## src/rtl/dp_alu_pkg.sv

```systemverilog
package dp_alu_pkg;

  localparam int unsigned FLAG_W = 4;
  localparam int unsigned FLG_N  = 3;
  localparam int unsigned FLG_Z  = 2;
  localparam int unsigned FLG_C  = 1;
  localparam int unsigned FLG_V  = 0;

  typedef enum logic [3:0] {
    OP_AND = 4'd0,  OP_EOR = 4'd1,  OP_SUB = 4'd2,  OP_RSB = 4'd3,
    OP_ADD = 4'd4,  OP_ADC = 4'd5,  OP_SBC = 4'd6,  OP_RSC = 4'd7,
    OP_TST = 4'd8,  OP_TEQ = 4'd9,  OP_CMP = 4'd10, OP_CMN = 4'd11,
    OP_ORR = 4'd12, OP_MOV = 4'd13, OP_BIC = 4'd14, OP_MVN = 4'd15
  } alu_op_e;

  typedef enum logic [1:0] {
    CIN_ZERO = 2'd0,
    CIN_ONE  = 2'd1,
    CIN_FLAG = 2'd2
  } cin_sel_e;

  typedef enum logic [2:0] {
    LOG_AND  = 3'd0,
    LOG_XOR  = 3'd1,
    LOG_OR   = 3'd2,
    LOG_BIC  = 3'd3,
    LOG_PASS = 3'd4,
    LOG_NOT  = 3'd5
  } log_sel_e;

  typedef struct packed {
    logic     is_arith;
    logic     is_test;
    logic     swap;
    logic     inv_y;
    cin_sel_e cin_sel;
    log_sel_e log_sel;
  } alu_ctrl_t;

endpackage

```

## src/rtl/dp_alu_decode.sv

```systemverilog
module dp_alu_decode
  import dp_alu_pkg::*;
(
  input  logic [3:0] op_code,
  output alu_ctrl_t  ctrl
);

  alu_op_e op;
  assign op = alu_op_e'(op_code);

  always_comb begin
    ctrl          = '0;
    ctrl.cin_sel  = CIN_ZERO;
    ctrl.log_sel  = LOG_AND;
    unique case (op)
      OP_AND: ctrl.log_sel = LOG_AND;
      OP_EOR: ctrl.log_sel = LOG_XOR;
      OP_ORR: ctrl.log_sel = LOG_OR;
      OP_BIC: ctrl.log_sel = LOG_BIC;
      OP_MOV: ctrl.log_sel = LOG_PASS;
      OP_MVN: ctrl.log_sel = LOG_NOT;
      OP_TST: begin
        ctrl.log_sel = LOG_AND;
        ctrl.is_test = 1'b1;
      end
      OP_TEQ: begin
        ctrl.log_sel = LOG_XOR;
        ctrl.is_test = 1'b1;
      end
      OP_ADD: begin
        ctrl.is_arith = 1'b1;
        ctrl.cin_sel  = CIN_ZERO;
      end
      OP_CMN: begin
        ctrl.is_arith = 1'b1;
        ctrl.is_test  = 1'b1;
        ctrl.cin_sel  = CIN_ZERO;
      end
      OP_ADC: begin
        ctrl.is_arith = 1'b1;
        ctrl.cin_sel  = CIN_FLAG;
      end
      OP_SUB: begin
        ctrl.is_arith = 1'b1;
        ctrl.inv_y    = 1'b1;
        ctrl.cin_sel  = CIN_ONE;
      end
      OP_CMP: begin
        ctrl.is_arith = 1'b1;
        ctrl.is_test  = 1'b1;
        ctrl.inv_y    = 1'b1;
        ctrl.cin_sel  = CIN_ONE;
      end
      OP_SBC: begin
        ctrl.is_arith = 1'b1;
        ctrl.inv_y    = 1'b1;
        ctrl.cin_sel  = CIN_FLAG;
      end
      OP_RSB: begin
        ctrl.is_arith = 1'b1;
        ctrl.swap     = 1'b1;
        ctrl.inv_y    = 1'b1;
        ctrl.cin_sel  = CIN_ONE;
      end
      OP_RSC: begin
        ctrl.is_arith = 1'b1;
        ctrl.swap     = 1'b1;
        ctrl.inv_y    = 1'b1;
        ctrl.cin_sel  = CIN_FLAG;
      end
      default: ctrl.log_sel = LOG_AND;
    endcase
  end

endmodule

```

## src/rtl/dp_alu_adder.sv

```systemverilog
module dp_alu_adder #(
  parameter int unsigned DATA_W      = 32,
  parameter int unsigned ADDER_STYLE = 0
) (
  input  logic [DATA_W-1:0] add_x,
  input  logic [DATA_W-1:0] add_y,
  input  logic              add_cin,
  output logic [DATA_W-1:0] add_sum,
  output logic              add_cout,
  output logic              add_ovf
);

  localparam int unsigned MSB = DATA_W - 1;

  // Sum and carry-out packed as {cout, sum}
  function automatic logic [DATA_W:0] add_wide(
    input logic [DATA_W-1:0] x,
    input logic [DATA_W-1:0] y,
    input logic              c
  );
    return {1'b0, x} + {1'b0, y} + {{DATA_W{1'b0}}, c};
  endfunction

  // Signed overflow: equal input signs, different result sign
  function automatic logic signed_ovf(
    input logic xs,
    input logic ys,
    input logic ss
  );
    return (xs == ys) && (ss != xs);
  endfunction

  generate
    if (ADDER_STYLE == 0) begin : g_behav
      logic [DATA_W:0] wide;
      assign wide     = add_wide(add_x, add_y, add_cin);
      assign add_sum  = wide[DATA_W-1:0];
      assign add_cout = wide[DATA_W];
      assign add_ovf  = signed_ovf(add_x[MSB], add_y[MSB], wide[MSB]);
    end else begin : g_ripple
      logic [DATA_W:0] chain;
      assign chain[0] = add_cin;
      for (genvar i = 0; i < DATA_W; i++) begin : g_bit
        assign add_sum[i]  = add_x[i] ^ add_y[i] ^ chain[i];
        assign chain[i+1]  = (add_x[i] & add_y[i]) | (chain[i] & (add_x[i] ^ add_y[i]));
      end
      assign add_cout = chain[DATA_W];
      assign add_ovf  = chain[DATA_W] ^ chain[DATA_W-1];
    end
  endgenerate

endmodule

```

## src/rtl/dp_alu_logic.sv

```systemverilog
module dp_alu_logic
  import dp_alu_pkg::*;
#(
  parameter int unsigned DATA_W = 32
) (
  input  logic [DATA_W-1:0] log_a,
  input  logic [DATA_W-1:0] log_b,
  input  log_sel_e          log_sel,
  output logic [DATA_W-1:0] log_out
);

  function automatic logic [DATA_W-1:0] bit_op(
    input log_sel_e            sel,
    input logic [DATA_W-1:0]   a,
    input logic [DATA_W-1:0]   b
  );
    case (sel)
      LOG_AND:  return a & b;
      LOG_XOR:  return a ^ b;
      LOG_OR:   return a | b;
      LOG_BIC:  return a & ~b;
      LOG_PASS: return b;
      LOG_NOT:  return ~b;
      default:  return a & b;
    endcase
  endfunction

  assign log_out = bit_op(log_sel, log_a, log_b);

endmodule

```

## src/rtl/dp_alu_flags.sv

```systemverilog
module dp_alu_flags
  import dp_alu_pkg::*;
#(
  parameter int unsigned DATA_W = 32
) (
  input  logic [DATA_W-1:0] fl_result,
  input  logic              fl_update,
  input  logic              fl_arith,
  input  logic              fl_cout,
  input  logic              fl_ovf,
  input  logic              fl_shift_c,
  input  logic [FLAG_W-1:0] fl_prev,
  output logic [FLAG_W-1:0] fl_next
);

  function automatic logic all_zero(input logic [DATA_W-1:0] v);
    return ~|v;
  endfunction

  logic [FLAG_W-1:0] computed;

  always_comb begin
    computed        = '0;
    computed[FLG_N] = fl_result[DATA_W-1];
    computed[FLG_Z] = all_zero(fl_result);
    computed[FLG_C] = fl_arith ? fl_cout : fl_shift_c;
    computed[FLG_V] = fl_arith ? fl_ovf  : fl_prev[FLG_V];
  end

  assign fl_next = fl_update ? computed : fl_prev;

endmodule

```

## src/rtl/dp_alu.sv

```systemverilog
module dp_alu
  import dp_alu_pkg::*;
#(
  parameter int unsigned DATA_W      = 32,
  parameter int unsigned ADDER_STYLE = 0
) (
  input  logic [3:0]        op_code,
  input  logic [DATA_W-1:0] operand_a,
  input  logic [DATA_W-1:0] operand_b,
  input  logic [3:0]        flags_in,
  input  logic              shifter_carry,
  input  logic              set_flags,
  output logic [DATA_W-1:0] result,
  output logic              dest_we,
  output logic [3:0]        flags_out
);

  alu_ctrl_t         ctrl;
  logic [DATA_W-1:0] add_x;
  logic [DATA_W-1:0] y_raw;
  logic [DATA_W-1:0] add_y;
  logic              add_cin;
  logic [DATA_W-1:0] sum;
  logic              cout;
  logic              ovf;
  logic [DATA_W-1:0] log_out;

  // Named events exposed for the checker
  logic              arith_op;
  logic              test_op;
  logic              upd_flags;

  dp_alu_decode u_decode (
    .op_code (op_code),
    .ctrl    (ctrl)
  );

  assign arith_op  = ctrl.is_arith;
  assign test_op   = ctrl.is_test;
  assign upd_flags = set_flags | ctrl.is_test;

  // Operand steering for the shared adder
  assign add_x = ctrl.swap ? operand_b : operand_a;
  assign y_raw = ctrl.swap ? operand_a : operand_b;
  assign add_y = ctrl.inv_y ? ~y_raw : y_raw;

  always_comb begin
    case (ctrl.cin_sel)
      CIN_ONE:  add_cin = 1'b1;
      CIN_FLAG: add_cin = flags_in[FLG_C];
      default:  add_cin = 1'b0;
    endcase
  end

  dp_alu_adder #(
    .DATA_W      (DATA_W),
    .ADDER_STYLE (ADDER_STYLE)
  ) u_adder (
    .add_x    (add_x),
    .add_y    (add_y),
    .add_cin  (add_cin),
    .add_sum  (sum),
    .add_cout (cout),
    .add_ovf  (ovf)
  );

  dp_alu_logic #(.DATA_W(DATA_W)) u_logic (
    .log_a   (operand_a),
    .log_b   (operand_b),
    .log_sel (ctrl.log_sel),
    .log_out (log_out)
  );

  assign result  = arith_op ? sum : log_out;
  assign dest_we = ~test_op;

  dp_alu_flags #(.DATA_W(DATA_W)) u_flags (
    .fl_result  (result),
    .fl_update  (upd_flags),
    .fl_arith   (arith_op),
    .fl_cout    (cout),
    .fl_ovf     (ovf),
    .fl_shift_c (shifter_carry),
    .fl_prev    (flags_in),
    .fl_next    (flags_out)
  );

endmodule

```

## config.mk

```make
export PLATFORM = sky130hd
export DESIGN_NAME = dp_alu
export DESIGN_NICKNAME = d
export VERILOG_FILES = /design/src/rtl/dp_alu_pkg.sv /design/src/rtl/dp_alu_decode.sv /design/src/rtl/dp_alu_adder.sv /design/src/rtl/dp_alu_logic.sv /design/src/rtl/dp_alu_flags.sv /design/src/rtl/dp_alu.sv
export SDC_FILE = /design/constraint.sdc
export NUM_CORES = 1
export LEC_CHECK = 0
export BUFFER_PORTS_ARGS = -buffer_cell sky130_fd_sc_hd__buf_4
export CAP_MARGIN = 20
export CORE_MARGIN = 3
export CORE_UTILIZATION = 55
export DETAILED_ROUTE_END_ITERATION = 7
export PLACE_DENSITY_LB_ADDON = 0.12
export SLEW_MARGIN = 10
export SYNTH_ARGS = -nofsm -noshare
export SYNTH_HDL_FRONTEND = slang
export SYNTH_SLANG_ARGS = --single-unit
```

## constraint.sdc

```tcl
create_clock -name vclk -period 9
set_clock_uncertainty 0.1 [all_clocks]
set_input_delay 0.45 -clock vclk [all_inputs]
set_output_delay 0.45 -clock vclk [all_outputs]
set_load 0.005 [all_outputs]
```

# Word level (Yosys, flattened, before mapping)

Index checks and enable logic that the tools add are counted.

Add/sub/neg operators: 2
Equal/unequal tests: 24
Mux-type cells: 15
Bitwise logic cells: 8
Reductions and logical operators: 10

Operators by type and width:

| operator                                            | number |
|---|---|
| case mux 32 bit (5 select lines)                    | 1 |
| 2-to-1 mux 32 bit                                   | 4 |
| bitwise AND 32 bit                                  | 2 |
| NOT 32 bit                                          | 2 |
| adder 32 x 32 -> 33 bit                             | 1 |
| adder 33 x 1 -> 33 bit                              | 1 |
| equality test 4 bit, second input constant          | 8 |
| bitwise OR 32 bit                                   | 1 |
| OR reduction 32 bit                                 | 1 |
| bitwise XOR 32 bit                                  | 1 |
| equality test 4 x 3 -> 1 bit, second input constant | 4 |
| case mux 3 bit (5 select lines)                     | 1 |
| equality test 4 x 2 -> 1 bit, second input constant | 2 |
| OR reduction 8 bit                                  | 1 |
| equality test 3 x 2 -> 1 bit, second input constant | 2 |
| equality test 3 bit, second input constant          | 2 |
| 2-to-1 mux 1 bit                                    | 6 |
| OR reduction 3 bit                                  | 2 |
| OR reduction 5 bit                                  | 1 |
| equality test 4 x 1 -> 1 bit, second input constant | 1 |
| 2-to-1 mux 4 bit                                    | 1 |
| case mux 2 bit (2 select lines)                     | 1 |
| OR reduction 2 bit                                  | 2 |
| OR reduction 4 bit                                  | 1 |
| 10 further kinds                                    | 10 |

Register bits after elaboration: 0
Input bits: 74
Output and inout port bits: 37

# Depth between registers and ports, before layout

Gate-level depths: netlist (run 1).

Depth in word-level cells: 12
Mapped depth: 23
Gate-level depth less buffers: 20

# Hierarchy

A second synthesis (run 1) with hierarchy kept.

Cell total of the unflattened synthesis: 836
Area total of the unflattened synthesis: 6108.4 um2

Modules (own cells, without submodules):

| module        | instances | cells an instance | area each (um2) |
|---|---|---|---|
| dp_alu_logic  | 1         | 413               | 2626.3 |
| dp_alu_adder  | 1         | 238               | 1744.2 |
| dp_alu        | 1         | 151               | 1505.2 |
| dp_alu_flags  | 1         | 19                | 145.1 |
| dp_alu_decode | 1         | 15                | 87.6 |

# Worst setup path before layout (run 1)

No wires, ideal clock.

Path type: input -> output
Start: input op_code[1]
End: output flags_out[2]
Arrival time: 4.756 ns
Path slack: 3.694 ns
Stages on the path: 20
Cell sequence: buf_4 buf_2 buf_1 clkbuf_1 o21ai_1 clkbuf_1 xnor2_1 fa_1 inv_1 fa_1 a21o_1 a221o_1 a21oi_2 o21ai_2 xor2_1 a2111oi_2 o211ai_1 nor4_1 nand4_1 o21ai_1

Word-level cells in the longest chain between the ends: 12
Elaborated cells between the ends (all ways): 48
Classes of those cells: add/sub: 2; eq/ne: 22; mux: 13; bitwise: 2; reduce/logical: 9

RTL lines:

| item                                                                         | RTL line            | text |
|---|---|---|
| from (decl)                                                                  | dp_alu.sv:7         | `input logic [3:0] op_code,` |
| equality test 4 x 2 -> 1 bit or equality test 4 x 3 -> 1 bit (tied branches) | dp_alu_decode.sv:15 | `unique case (op)` |
| OR reduction 2 bit (no source line)                                          | n/a                 |  |
| 2-to-1 mux 1 bit                                                             | dp_alu_decode.sv:15 |  |
| 2-to-1 mux 32 bit                                                            | dp_alu.sv:44        | `assign y_raw = ctrl.swap ? operand_a : operand_b;` |
| NOT 32 bit                                                                   | dp_alu.sv:45        | `assign add_y = ctrl.inv_y ? ~y_raw : y_raw;` |
| 2-to-1 mux 32 bit                                                            | dp_alu.sv:45        |  |
| adder 32 x 32 -> 33 bit                                                      | dp_alu_adder.sv:21  | `return {1'b0, x} + {1'b0, y} + {{DATA_W{1'b0}}, c};` |
| adder 33 x 1 -> 33 bit                                                       | dp_alu_adder.sv:21  |  |
| 2-to-1 mux 32 bit                                                            | dp_alu.sv:74        | `assign result = arith_op ? sum : log_out;` |
| OR reduction 32 bit                                                          | dp_alu_flags.sv:17  | `return ~\|v;` |
| logical NOT 1 bit                                                            | dp_alu_flags.sv:17  |  |
| 2-to-1 mux 4 bit (*)                                                         | dp_alu_flags.sv:30  | `assign fl_next = fl_update ? computed : fl_prev;` |
| to (decl)                                                                    | dp_alu.sv:15        | `output logic [3:0] flags_out` |

Every way passes the cells marked *; elsewhere a longest branch is shown, timed or not.

# Worst setup path after layout (run 1)

Same ends and word-level chain as after synthesis.

==> metrics, run 1 <==
setup bufs post-CTS=0; I/O pin count=~110; post_cts resized=0; Port-buffer cells=111; Initial Util=~57%; Final #Nets=1130; Reg area=0 um2; Fillers=1000; GRT Overall Usage=33.8%; Fin Setup TNS=0 ps; hpwl dp=approximately 15000 um; initial drt markers=748; count of final setup violators=0; crit end category=primary output; Leakage Power=3.06 nW; Remaining DRCs=0; WL final=approximately 20000 um; drt first pass iters=5; Final ANT Viol Nets=0; Final Cycle Share=68.5%; Rel. slew slack=between 30% and 40%; Post-Syn Area=0.00569 mm2; layout cells sized above 1=roughly 15%; Tmin final=6160 ps; commonest non-fill, non-tap cell in the layout=buf_4; most frequent cells in the layout=buf_4 (119), o21ai_0 (107), nand2_1 (103), a21oi_1 (103), inv_1 (80); Setup crit end=flags_out[2]; vias in the first global route=6443; Critical Path Source Type=primary input; post-synthesis net count=1070; total gr overflow=0; final non-filler cell total=roughly 1100; number of diodes=0; drt wl/cell=18.2 um; die width=108 um; CP max FO=84; core footprint=slightly below 0.01 mm2; routability cong.=0.981; die height=roughly 110 um; Critical Path Source=op_code[1]; Hold WC Path Type=in2out; full die area=0.0116 mm2; library cells used by synthesis=71; post-synthesis sequential area ratio=0%; endpoints failing hold=0; Slew Limit Fails=0; hold buffer count at cts=0; largest net degree at the start of global routing=85; initial antenna violation count=0; Worst EP required=8450 ps; global-route wire length before repair=32000 um; area grow syn2layout=14.6%; Mapped Cells=between 900 and 1000; Vias=between 7000 and 8000; Setup CP Type=in2out; # placed instances=roughly 1100; unrepaired setup endpoints after global routing=no; vias per inst=~6.4; pwr dens=98.8 mW/mm2; worst slew pin tran=1020 ps; peak supply drop=0.0000795 V; WP data arrival=5610 ps; mean post-synth cell area=6.13 um2; Row Count=36; clk_buf instances=0; Fmax=162 MHz; synth warn=0; sequential cells=0; maxcap violations=0; outcome=finished, final reports clean
power breakdown:
part           internal [mW]  switching [mW]
Combinational          0.271           0.374
Sequential                 0               0
Clock                      0               0
how the worst min path moves through the flow:
stage	startpoint	end	cells past startpoint
floorplan	flags_in[2]	flags_out[2]	2
global placement	flags_in[2]	flags_out[2]	4
detailed placement	flags_in[1]	flags_out[1]	4
CTS	flags_in[1]	flags_out[1]	4
global route	flags_in[3]	flags_out[3]	3
finish	flags_in[2]	flags_out[2]	4
synth_stat cells (8+ instances only):
cell | instances | area, um2
o21ai_0 | 107 | 536
a21oi_1 | 103 | 515
nand2_1 | 103 | 387
inv_1 | 80 | 300
nor2_1 | 69 | 259
ha_1 | 65 | 813
xor2_1 | 42 | 368
xnor2_1 | 40 | 350
clkbuf_1 | 35 | 131
nand3_1 | 20 | 100
nor3_1 | 18 | 90.1
buf_2 | 16 | 80.1
a22oi_1 | 15 | 113
nand4_1 | 15 | 93.8
o22ai_1 | 15 | 93.8
a31oi_1 | 14 | 87.6
a21o_1 | 11 | 82.6
o211ai_1 | 11 | 82.6
and3_1 | 10 | 62.6
a311oi_1 | 9 | 78.8
buf_1 | 8 | 30.0
mux2i_1 | 8 | 80.1
worst max-delay path, stage by stage:
cell and delay, ps:
buf_4 680, nand3_4 550, buf_4 530, nor2_1 170, a21oi_1 70, xor2_1 180, ha_1 390, a21oi_1 210
o21ai_0 140, a21oi_2 260, a2111o_1 180, nand4_1 230, nor4_1 430, nand4b_1 250, nor4_1 360, nand4_1 180
o21ai_1 170, buf_4 120
per-layer routing:
metal	global-route usage (%)	up-vias	part of all wire [%]
met1	45.1	3200	41
met4	13.0	0	3.6
met5	0	-	0
li1	-	3468	-
met2	55.9	394	46
met3	3.00	56	9.1
metrics by stage:
stage	total power [mW]	hold slack, ps	util (%)	cell area (um2)	setup slack (ps)
2_1_floorplan	0.416	894	-	5690	3690
3_3_place_gp	0.624	1090	65.8	6520	3010
3_5_place_dp	0.627	1090	65.8	6520	2960
4_1_cts	0.631	1090	65.8	6520	2970
5_1_grt	0.703	1120	65.8	6520	2520
6_report	0.644	1090	65.8	6520	2840
final cells by class:
cell class | count | area [um2] | share of cell area (%)
inverter | 80 | 300 | 4.60
multi-input combinational | 788 | 5160 | 79.1
tap | 133 | 166 | 2.55
timing repair buffer | 119 | 893 | 13.7
logic make-up after synthesis:
kind of cell / Yosys count / share of synthesized area, %
AO/OA/AOI/OAI: 356 / 38.6
XOR/XNOR: 82 / 12.6
adder cells (fa/ha/maj): 67 / 15.0
buffers and inverters: 141 / 9.78
multiplexers: 10 / 1.80
AND/OR/NAND/NOR: 273 / 22.2
Note: power is estimated with default switching activity, not from simulation.
==> run 2, diff against run 1 <==
Settings changed: ABC_AREA set to 1, CORE_UTILIZATION 55 to 54.
Clock period 9 ns to 5.4 ns, I/O delays scaled along.
==> run 2 against run 1 <==
Compared with the run above: clock-buffer cell count unchanged; sequential share of layout area unchanged; first-iteration DRC count up 34%; largest cell class unchanged.
==> metrics, run 2 <==
hpwl dp=17700 um; number of diodes=0; Leakage Power=4.11 nW; routability cong.=1.06; Rel. slew slack=approximately 30%; Slew Limit Fails=0; Slowest Stage Delay on Critical Path=~540 ps; post-place setup slack=675 ps; peak supply drop=0.0000920 V; most frequent cell after synthesis=nand2_1; area grow syn2layout=12.9%; post-synthesis sequential area ratio=0%; Top cell by count, worst path=nand2_1; Initial Util=56.3%; core footprint=0.0111 mm2; CP max FO=68; outcome=finished, final reports clean; WL final=approximately 22000 um; I/O pin count=111; GRT Overall Usage=about a third; Yosys top cell by area=nand2_1; Final ANT Viol Nets=0; Fin Setup TNS=0 ps; drt wl/cell=15.1 um; pwr dens=163 mW/mm2; WP data arrival=roughly 4400 ps; full die area=around 0.013 mm2; placed cell area=0.00705 mm2; commonest non-fill, non-tap cell in the layout=nand2_1; crit-path cells=buf_4 -> nand2_1 -> nor2_4 -> buf_4 -> buf_4 -> o21ai_0 -> xor2_1 -> ha_1 -> nand2_1 -> nor2_1 -> inv_1 -> nor3_2 -> and2_1 -> nand2_1 -> nand2_1 -> nand2_1 -> nand3_2 -> nand2_1 -> nor2_1 -> nand2_1 -> nor2_1 -> nand3_1 -> nand2_1 -> buf_4; post-route setup slack=between 500 and 600 ps; layout cells sized above 1=11.3%; Reg area=0 um2; Vias=8095; vias in the first global route=6971; post_cts resized=0; unrepaired setup endpoints after global routing=no; Setup CP Type=in2out; vias per inst=about 5.5; Row Count=38; CP delay by family, top=simple AND/OR/NAND/NOR gates; library cells used by synthesis=40; sequential cells=0; Crit-path slowest cell=buf_4; Critical Path Source Type=primary input; initial drt markers=999; Worst EP required=approximately 5000 ps; Fillers=1187; Final Cycle Share=about 90%; initial antenna violation count=0; Critical Path Source=op_code[0]; # placed instances=1465; setup bufs post-CTS=0; most frequent cells in the layout=nand2_1 (453), inv_1 (208), buf_4 (117); worst slew pin tran=~1100 ps; total gr overflow=0; Port-buffer cells=111; Fmax=208 MHz; synth warn=0; die width=114 um; Post-Syn Area=approximately 0.0062 mm2; Hold WC Path Type=in2out; largest net degree at the start of global routing=69; top post-synthesis cells by area=nand2_1 (27%), ha_1 (13%), inv_1 (13%); Mapped Cells=around 1300; maxcap violations=0; Hold Crit Start=flags_in[2]; endpoints failing hold=0; Final #Nets=between 1000 and 1500; post-synthesis net count=~1400; hold buffer count at cts=0; final instance area=about 0.0070 mm2; Synth top area share=27.2%; Remaining DRCs=0; Tmin final=4810 ps; Commonest cells post-synth=nand2_1 (453), inv_1 (208), o21ai_0 (104); global-route wire length before repair=approximately 36000 um; final non-filler cell total=1465; die height=114 um; mean post-synth cell area=4.98 um2; worst path bufs/invs=5; count of final setup violators=0; crit end category=primary output; clk_buf instances=0; drt first pass iters=6
[run 2: changes by cell type after synthesis, moves of 10 or more]
cell / previous run / this run
nor2_1: 69 / 88
nor3_1: 18 / 6
o21ai_1: 4 / 26
o22ai_1: 15 / 4
xnor2_1: 40 / 1
clkbuf_1: 35 / 19
inv_1: 80 / 208
nand3_1: 20 / 86
nand2_1: 103 / 453
a31oi_1: 14 / 1
a21oi_1: 103 / 43
a22oi_1: 15 / 0
a21o_1: 11 / 1
[run 2: cell families (layout without fill, tap and decap cells)]
family / Yosys count / count (layout) / synth area share, %
AO/OA/AOI/OAI: 209 / 209 / 18.6
XOR/XNOR: 35 / 35 / 4.91
adder cells (fa/ha/maj): 67 / 67 / 13.7
buffers and inverters: 259 / 331 / 17.3
AND/OR/NAND/NOR: 683 / 683 / 45.6
[run 2: layer usage]
metal	vias up	part of all wire, %	global-route usage [%]
met1	3525	45	52.0
met3	40	13	6.15
li1	4115	-	-
met4	0	2.0	5.13
met5	-	0	0
met2	415	40	48.2
[run 2: area by class of cell]
cell class                      instances  area, um2  share of cell area (%)
Multi-Input combinational cell        994       5180                    73.5
Inverter                              214        811                    11.5
Tap cell                              140        175                    2.49
Timing Repair Buffer                  117        878                    12.5
[run 2: path summary, 6_finish.rpt]
check	end	slack, ps	cells past startpoint
worst max-delay path	flags_out[2]	590	24
worst min-delay path	flags_out[2]	710	4
[run 2: stage by stage]
step / hold WS (ps) / power (mW) / utilization, %
after global placement: 712 / 1.12 / 63.6
after CTS: 712 / 1.12 / 63.6
final: 711 / 1.15 / 63.6
after detailed placement: 713 / 1.12 / 63.6
after floorplan: 485 / 0.738 / -
after global routing: 740 / 1.28 / 63.6
[run 2: power breakdown]
part	switching, mW	total, mW	internal (mW)	leakage (nW)
sequential	0	0	0	0
clock	0	0	0	0
combinational	0.723	1.15	0.427	4.11
==> run 3, diff against run 2 <==
Settings changed: RECOVER_POWER set to 50.
==> run 3 against run 2 <==
Compared with the run above: cell area is 0.18% lower; first-iteration DRC count is 9.3% lower; highest routed layer unchanged; total power fell by 0.39%; core utilization decreased by 0.11 points; sequential cell count stayed put; critical endpoint unchanged; global-route usage unchanged; die area is the same.
==> metrics, run 3 (synthesized netlist as in run 2, its figures left out) <==
layout cells sized above 1=11.1%; crit-path cells=buf_4 -> nand2_1 -> nor2_4 -> buf_4 -> buf_4 -> o21ai_0 -> xor2_1 -> ha_1 -> nand2_1 -> nor2_1 -> inv_1 -> nor3_2 -> and2_1 -> nand2_1 -> nand2_1 -> nand2_1 -> nand3_2 -> nand2_1 -> nor2_1 -> nand2_1 -> nor2_1 -> nand3_1 -> nand2_1 -> buf_4; post_cts resized=0; CP max FO=~70; Critical Path Source Type=primary input; die height=roughly 110 um; drt first pass iters=6; setup bufs post-CTS=0; routability cong.=about 1.1; clk_buf instances=0; Rel. slew slack=approximately 24%; worst slew pin tran=1140 ps; die width=114 um; Top cell by count, worst path=nand2_1; WP data arrival=roughly 4500 ps; Crit-path slowest cell=buf_4; unrepaired setup endpoints after global routing=no; hpwl dp=17700 um; CP delay by family, top=simple AND/OR/NAND/NOR gates; Routed met3 length=about 2700 um; WL final=22100 um; endpoints failing hold=0; peak supply drop=0.0000902 V; worst path bufs/invs=5; largest net degree at the start of global routing=just under 70; met1 WL=~10000 um; Slew Limit Fails=0; initial antenna violation count=0; vias in the first global route=approximately 7000; outcome=finished, final reports clean; Hold Crit Start=flags_in[2]; sequential cells=0; Row Count=38; Remaining DRCs=0; Fillers=around 1200; Initial Util=56.3%; full die area=about 0.013 mm2; Critical Path Source=op_code[0]; Fmax=a little over 200 MHz; global-route wire length before repair=35500 um; hold buffer count at cts=0; Final Cycle Share=approximately nine tenths; Final ANT Viol Nets=0; Reg area=0 um2; crit end category=primary output; number of diodes=0; pwr dens=roughly 160 mW/mm2; Hold WC Path Type=in2out; Slowest Stage Delay on Critical Path=540 ps; Setup CP Type=in2out; total gr overflow=0; Critical Path Stages=24; Setup crit end=flags_out[2]; GRT Overall Usage=33.5%; uppermost layer routed=met4; maxcap violations=0; area grow syn2layout=12.7%; I/O pin count=about 110; commonest non-fill, non-tap cell in the layout=nand2_1; most frequent cells in the layout=nand2_1 (454), inv_1 (208), o21ai_0 (104); vias per inst=around 5.5; Port-buffer cells=111; initial drt markers=906; drt wl/cell=15.1 um; Leakage Power=slightly above 4 nW; Worst EP required=5030 ps; count of final setup violators=0; Fin Setup TNS=0 ps; core footprint=0.0111 mm2; PnR Total Power=1.14 mW; Final #Nets=1468; WL met2=8640 um; Vias=approximately 8100; Tmin final=4870 ps
==> run 3: changes by cell type in the layout (fill, tap and decap cells not counted), sizes merged <==
cell    previous run  this run
clkbuf             0        14
buf              117       103
==> run 3: final cells by class <==
type / count / area [um2] / share of cell area (%)
repair buffers: 117 / 868 / 12.3
well taps: 140 / 175 / 2.49
inverters: 214 / 811 / 11.5
multi-input cells: 994 / 5180 / 73.6
==> run 3: how the worst min path moves through the flow <==
stage,to,depth (start not counted),slack (ps)
5_1_grt,flags_out[2],4,740
4_1_cts,flags_out[2],4,710
2_1_floorplan,dest_we,1,490
6_report,flags_out[2],4,710
3_5_place_dp,flags_out[2],4,710
3_3_place_gp,flags_out[2],4,710
==> run 3: per-layer routing <==
| layer | GRT usage (%) | vias up |
|---|---|---|
| met3 | 6.15 | 44 |
| met5 | 0 | - |
| met2 | 48.2 | 403 |
| met1 | 52.0 | 3522 |
| met4 | 5.13 | 0 |
| li1 | - | 4115 |
==> run 3: report_power, final <==
group	internal [mW]	switching, mW	total, mW
clock network	0	0	0
logic	0.422	0.723	1.14
registers	0	0	0
==> run 3: stage by stage <==
stage / setup slack [ps] / util [%] / std cells / area (um2) / hold slack [ps]
2_1_floorplan: 1790 / - / 1253 / 6240 / 485
3_3_place_gp: 735 / 63.6 / 1465 / 7050 / 712
3_5_place_dp: 675 / 63.6 / 1465 / 7050 / 713
4_1_cts: 665 / 63.6 / 1465 / 7050 / 712
5_1_grt: 125 / 63.5 / 1465 / 7040 / 740
6_report: 529 / 63.5 / 1465 / 7040 / 711
==> run 3: worst min-delay path, stage by stage <==
cell and delay [ps]:
buf_4 80, nand2_1 40, nand2_1 60, buf_4 100
